--- config.mk ---
export PLATFORM = sky130hd
export DESIGN_NAME = pcih_ctl
export DESIGN_NICKNAME = d
export VERILOG_FILES = /design/src/rtl/pcih_ctl.sv
export SDC_FILE = /design/constraint.sdc
export NUM_CORES = 2
export LEC_CHECK = 0
export BUFFER_PORTS_ARGS = -buffer_cell sky130_fd_sc_hd__buf_2
export CORE_MARGIN = 1
export CORE_UTILIZATION = 30
export DETAILED_ROUTE_END_ITERATION = 10
export HOLD_SLACK_MARGIN = 0.12
export PLACE_DENSITY_LB_ADDON = 0.05
export SYNTH_ARGS = -nofsm -noshare
export SYNTH_HDL_FRONTEND = slang
export SYNTH_SLANG_ARGS = --single-unit
--- constraint.sdc ---
create_clock -name clk -period 6.2 [get_ports clk]
set_input_delay 1.24 -clock clk [delete_from_list [all_inputs] [get_ports clk]]
set_output_delay 1.24 -clock clk [all_outputs]
set_load 0.005 [all_outputs]
--- src/rtl/pcih_ctl.sv ---
module pcih_ctl #(
  parameter int          TMO_CYC = 256,
  parameter logic [31:0] IOB_RST = 32'hFE24_0000
) (
  input  logic        clk,
  input  logic        rst_n,
  input  logic        reg_req,
  input  logic        reg_wr,
  input  logic [11:0] reg_addr,
  input  logic [1:0]  reg_size,
  input  logic [31:0] reg_wdata,
  output logic [31:0] reg_rdata,
  output logic        reg_rdy,
  output logic        cfg_req,
  output logic        cfg_wr,
  output logic [31:0] cfg_addr,
  output logic [31:0] cfg_wdata,
  input  logic        cfg_ack,
  input  logic [31:0] cfg_rdata,
  input  logic [31:0] cpu_addr,
  output logic        io_hit,
  output logic [17:0] io_off,
  input  logic        irq_vld,
  input  logic [7:0]  irq_devfn,
  input  logic        irq_lvl,
  output logic [3:0]  irq_out
);
  localparam int          TW       = $clog2(TMO_CYC + 1);
  localparam int          NWORDS   = 64;
  localparam logic [31:0] MEM_MASK = 32'hFF00_0001;
  localparam logic [31:0] IOB_MASK = 32'hFFFC_0001;
  localparam logic [31:0] HDR1_RST = 32'h0290_0080;

  logic [31:0] hdr [NWORDS];
  logic [31:0] adr_q, mem_base_q, io_base_q;
  logic [TW-1:0] wait_cnt;
  logic [3:0] irq_q;

  logic legal, is_hdr, is_adr, is_mem, is_iob, is_dat;
  logic dp_pend, tmo, dp_done, we;

  assign legal  = reg_size == 2'd2 && reg_addr[1:0] == 2'b00 && reg_addr < 12'h224;
  assign is_hdr = legal && reg_addr[11:8] == 4'h0;
  assign is_adr = legal && reg_addr == 12'h1C0;
  assign is_mem = legal && reg_addr == 12'h1C4;
  assign is_iob = legal && reg_addr == 12'h1C8;
  assign is_dat = legal && reg_addr == 12'h220;

  assign dp_pend = reg_req && is_dat;
  assign tmo     = wait_cnt == TW'(TMO_CYC);
  assign cfg_req = dp_pend && !tmo;
  assign dp_done = (cfg_req && cfg_ack) || (dp_pend && tmo);
  assign reg_rdy = reg_req && (is_dat ? dp_done : 1'b1);
  assign we      = reg_rdy && reg_wr;

  assign cfg_wr    = reg_wr;
  assign cfg_addr  = adr_q;
  assign cfg_wdata = reg_wdata;

  always_comb begin
    reg_rdata = '0;
    if (is_hdr)      reg_rdata = hdr[reg_addr[7:2]];
    else if (is_adr) reg_rdata = adr_q;
    else if (is_mem) reg_rdata = mem_base_q;
    else if (is_iob) reg_rdata = io_base_q;
    else if (is_dat) reg_rdata = tmo ? 32'hFFFF_FFFF : cfg_rdata;
  end

  always_ff @(posedge clk) begin
    if (!rst_n) begin
      for (int i = 0; i < NWORDS; i++) hdr[i] <= (i == 1) ? HDR1_RST : '0;
    end else if (we && is_hdr) begin
      hdr[reg_addr[7:2]] <= reg_wdata;
    end
  end

  always_ff @(posedge clk) begin
    if (!rst_n) begin
      adr_q      <= '0;
      mem_base_q <= '0;
      io_base_q  <= IOB_RST & IOB_MASK;
    end else if (we) begin
      if (is_adr) adr_q <= reg_wdata;
      if (is_mem) mem_base_q <= reg_wdata & MEM_MASK;
      if (is_iob && reg_wdata[31:18] != io_base_q[31:18]) io_base_q <= reg_wdata & IOB_MASK;
    end
  end

  always_ff @(posedge clk) begin
    if (!rst_n || !dp_pend || reg_rdy) wait_cnt <= '0;
    else                               wait_cnt <= wait_cnt + 1'b1;
  end

  always_ff @(posedge clk) begin
    if (!rst_n) irq_q <= '0;
    else if (irq_vld && irq_devfn[7:5] == 3'b000) irq_q[irq_devfn[4:3]] <= irq_lvl;
  end
  assign irq_out = irq_q;

  assign io_hit = cpu_addr[31:18] == io_base_q[31:18];
  assign io_off = cpu_addr[17:0];
endmodule

* Word level (Yosys, flattened, before mapping) *
Memory sizes are Yosys's and may differ from the RTL's.
Cells that the tools add are included.

cells by class
  add/subtract/negate cells = 1
  magnitude comparators = 3
  equal/unequal tests = 8
  mux-type cells = 17
  reductions and logical operators = 30

operator list
  cell                  number
  $mux 32               7
  $eq 12x9->1 const B   3
  $reduce_or 32->1      1
  $logic_and 1x1->1     17
  $eq 14x14->1          1
  $ne 14x14->1          1
  $eq 12x10->1 const B  1
  $lt 12x10->1 const B  1
  $add 9x1->9 const B   1
  $eq 9x9->1 const B    1
  $mux 1                7
  $mux 6                1
  $reduce_and 2->1      3
  $bwmux 4              1
  $logic_not 4->1       1
  $logic_not 1->1       3
  $logic_not 3->1       1
  $logic_or 1x1->1      3
  $lt 2x3->1 const B    1
  $demux 1 s2           1
  $eq 2x2->1 const B    1
  $ge 2x1->1 const B    1
  $logic_not 2->1       1

storage, ports and cells
  register bits after elaboration = 69
  bits in writable memories = 2048
  output and inout port bits = 122
  word-level logic and storage cells = 65
  memories = 1

memories
  name  words  width  read ports  clocked after Yosys merged registers in  wr ports  line  source
  hdr   64     32     1           0                                        64        34    logic [31:0] hdr [NWORDS];

* Depth between registers and ports, before layout *
  word-level depth = 17
  depth in mapped cells = 12
  mapped depth without buffers = 8

* Least setup slack after synthesis *
Ideal clock, no wire load.

  kind = input to register
  start point = in reg_size[0]
  end point = mem hdr[20][0], enable pin
  library setup time = 0.466 ns
  arrival time = 5.388 ns
  path slack = 0.347 ns
  stages = 7
  buffers on the path = 1
  cell sequence = or4b_4 nor4_4 nand2_1 nor4_2 nand2_1 buf_2 o21ai_0

RTL lines
  item                line  source
  start: declaration  10    input logic [1:0] reg_size,
  end: declaration    34

* Worst setup path after layout *
  start point = in reg_addr[6]
  end point = out reg_rdata[25]

on the way
  cells in the longest elaborated chain, start to end = 8

ends and longest elaborated chain
  item                line  source
  start: declaration  9     input logic [11:0] reg_addr,
  $lt 12x10->1        42    assign legal = reg_size == 2'd2 && reg_addr[1:0] == 2'b00 && reg_addr < 12'h224;
  $logic_and 1x1->1   42
  $logic_and 1x1->1   47    assign is_dat = legal && reg_addr == 12'h220;
  $mux 32             66    else if (is_dat) reg_rdata = tmo ? 32'hFFFF_FFFF : cfg_rdata;
  $mux 32             65    else if (is_iob) reg_rdata = io_base_q;
  $mux 32             64    else if (is_mem) reg_rdata = mem_base_q;
  $mux 32             63    else if (is_adr) reg_rdata = adr_q;
  $mux 32 *           62    if (is_hdr) reg_rdata = hdr[reg_addr[7:2]];
  end: declaration    12    output logic [31:0] reg_rdata,

Every way passes the cells marked *; elsewhere a longest branch is shown, timed or not.

==> metrics <==
Slew headroom 0.187; Hold Crit Endpoint mem_base_q[30]$_SDFFE_PN0P_; syn_nets 6921; total die area 312000 sq um; Total Routed Length 422000 um; clock buffer depth 4; Seq/Total Area, Yosys 0.677; DRT iter0 DRCs 7045; vias in the first global route 60600; Sink Count 2117; syn_area_per_cell 13.7 sq um; final hold viol count 0; Final Skew 0.0314 ns; Final Setup Violations 0; crit share post-route 0.988; # port buffers 207; DR vias 62000; area of the multi-input gates 28000 sq um; # resized after CTS 1; CP Depth 9; worst reg2reg setup slack 2.06 ns; most common cell in the netlist edfxtp_1; worst r2r src wait_cnt[0]$_SDFF_PP0_; clock period minus worst slack 6.13 ns; Area Overhead vs Synth 18.8%; Final Cell Area 110000 sq um; fmax 163 MHz; Area contributors post-synth edfxtp_1 (66%), mux4_2 (9.1%), nor2_1 (8.2%); Crit path largest cell delay 0.69 ns; post-route ant nets 0; CP required 4.96 ns; # Post-CTS Setup Buffers 0; Max IR drop VDD 0.000199 V; CTS H-tree lvls 5; IO Pins 247; FF+latch count, synth 2117; total gr overflow 0; cell family with most CP delay simple AND/OR/NAND/NOR gates; Syn. warnings 0; hold_buf cts 0; Worst-Margin Slew 1.21 ns; Worst Hold Class reg -> reg; proportion of layout cells with a drive suffix above 1 0.211; core footprint 307000 sq um; Synth top area share 0.662; pwr dens 309 nW/um^2; Pins Over Slew Limit 0; fin util 0.360; max-cap viol count 0; Post-Synthesis Cells 6794; Hold Path Cell Cnt 2; worst setup slack after layout 0.0718 ns; row count 203; GRT Util Overall 0.267; TritonCTS clock tree yes; hold_sp mem_base_q[30]$_SDFFE_PN0P_; slowest CP cell nor4bb_4; Setup WS pre-CTS -0.0278 ns; TritonRoute pass-1 iters 8; clock latency on the worst-skew pair 0.90 ns; Post-synth EDFFs 2048; CP Cell Sequence buf_2 -> nor4bb_4 -> nand2_1 -> or3_1 -> a31oi_1 -> buf_4 -> a2bb2oi_1 -> buf_4 -> buf_2; total CTS buffers 265; DP HPWL 272000 um; antenna violations before repair 35; share of flip-flops with an asynchronous set or reset 0; status finished clean; Pwr Total 34.2 mW; worst-path maximum fanout 27; critical path capture point type output pin; Die Y 558 um; Fillers 30000; vias per std cell 5.39; GP Congestion 0.865; crit path launch type input pin; first-pass GRT wire length 561000 um; hold slack 0.460 ns; largest net degree at the start of global routing 61; RSZ-0062 raised after global routing false; Wirelength per Cell 36.6 um; Cell Area, Placed 102000 sq um; Initial Util 0.303; final net count 7332; DRC 0; crit path kind in -> out; CP bufs+invs 4; area leader, netlist edfxtp_1; worst r2r path cells 11; Synth Flop Type edfxtp_1; Synth top cells by count edfxtp_1 (2048), nor2_1 (2027), nand2_1 (446); clk root buf clkbuf_16; Seq. cell area 62900 sq um; Post-Synthesis Cell Area 92900 sq um; FF-to-FF End hdr[42][21]$_SDFFCE_PN0P_; Die X 558 um; Cell variety after synth 74; Arr. time, crit path 4.89 ns; Reg clk slew, reported paths 0.06 ns; P_leak 35.7 nW
## area by class of cell
class                   instances  share of cell area
diodes                         21            0.000476
clock buffers                 358              0.0657
clock inverters                94             0.00654
inverters                       5            0.000170
multi-input cells            4074               0.254
flip-flops and latches       2117               0.570
well taps                    4100              0.0465
repair buffers                742              0.0570
## worst min-delay path: cells and delay by family, from the launching register on
kind             cells  cell delay (ns)
AO/OA/AOI/OAI        1             0.06
flip-flops           1             0.30
AND/OR/NAND/NOR      1             0.04
## registers in the layout, indices dropped and copies added, names as in the netlist
| register | count |
|---|---|
| cfg_addr | 32 |
| hdr | 2048 |
| io_base_q | 15 |
| irq_out | 4 |
| mem_base_q | 9 |
| wait_cnt | 9 |
## worst max path at each step
stage                                     endpoint  slack [ns]        start
after floorplan           hdr[20][0]$_SDFFCE_PN0P_        0.35  reg_size[0]
after global placement               reg_rdata[19]        0.04  reg_addr[6]
after detailed placement             reg_rdata[19]       -0.03  reg_addr[6]
after CTS                            reg_rdata[15]        0.15  reg_addr[2]
after global routing                 reg_rdata[28]        0.07  reg_size[0]
final                                reg_rdata[25]        0.07  reg_addr[6]
## cell families after synthesis
group,synth area share
AND/OR/NAND/NOR,0.119
flip-flops,0.677
multiplexers,0.132
buffers and inverters,0.0313
AO/OA/AOI/OAI,0.0375
XOR/XNOR,0.00330
adder cells (fa/ha/maj),0.000269
## placed cells by master, fill, tap and decap left out, types with 21 or more instances in the layout
cell | Yosys | routed
a22oi_1 | 125 | 125
mux4_2 | 374 | 374
dfxtp_1 | 69 | 69
clkbuf_16 | 0 | 277
mux2i_1 | 376 | 376
nand2_1 | 446 | 438
o21ai_4 | 0 | 62
a21oi_1 | 64 | 63
and2_1 | 38 | 36
and3_1 | 38 | 37
buf_12 | 0 | 96
diode_2 | 0 | 21
o21ai_0 | 118 | 56
xor2_1 | 22 | 22
a31oi_1 | 30 | 30
nand3_1 | 82 | 82
nor2_1 | 2027 | 2023
buf_4 | 93 | 440
clkinv_1 | 0 | 46
clkinv_2 | 0 | 25
o22ai_1 | 74 | 74
edfxtp_1 | 2048 | 2048
clkbuf_1 | 222 | 79
buf_2 | 232 | 202
a21boi_0 | 34 | 34
## power by group
part | internal, mW | switching, mW
sequential | 16.3 | 0.171
clock | 8.55 | 6.26
combinational | 0.891 | 1.96
## per-stage QoR
| stage | instances | setup TNS [ns] |
|---|---|---|
| 2_1_floorplan | 6794 | 0 |
| 3_3_place_gp | 11000 | 0 |
| 3_5_place_dp | 11000 | -0.0278 |
| 4_1_cts | 11500 | 0 |
| 5_1_grt | 11500 | 0 |
| 6_report | 11500 | 0 |
## routing by layer
layer / routed length (um) / up-vias / global-route usage
met5: 299 / - / 0
met4: 15300 / 4 / 0.0889
met3: 28200 / 515 / 0.0470
met2: 196000 / 2496 / 0.428
met1: 182000 / 33200 / 0.365
li1: - / 25800 / -
Note: power is estimated with default switching activity, not from simulation.
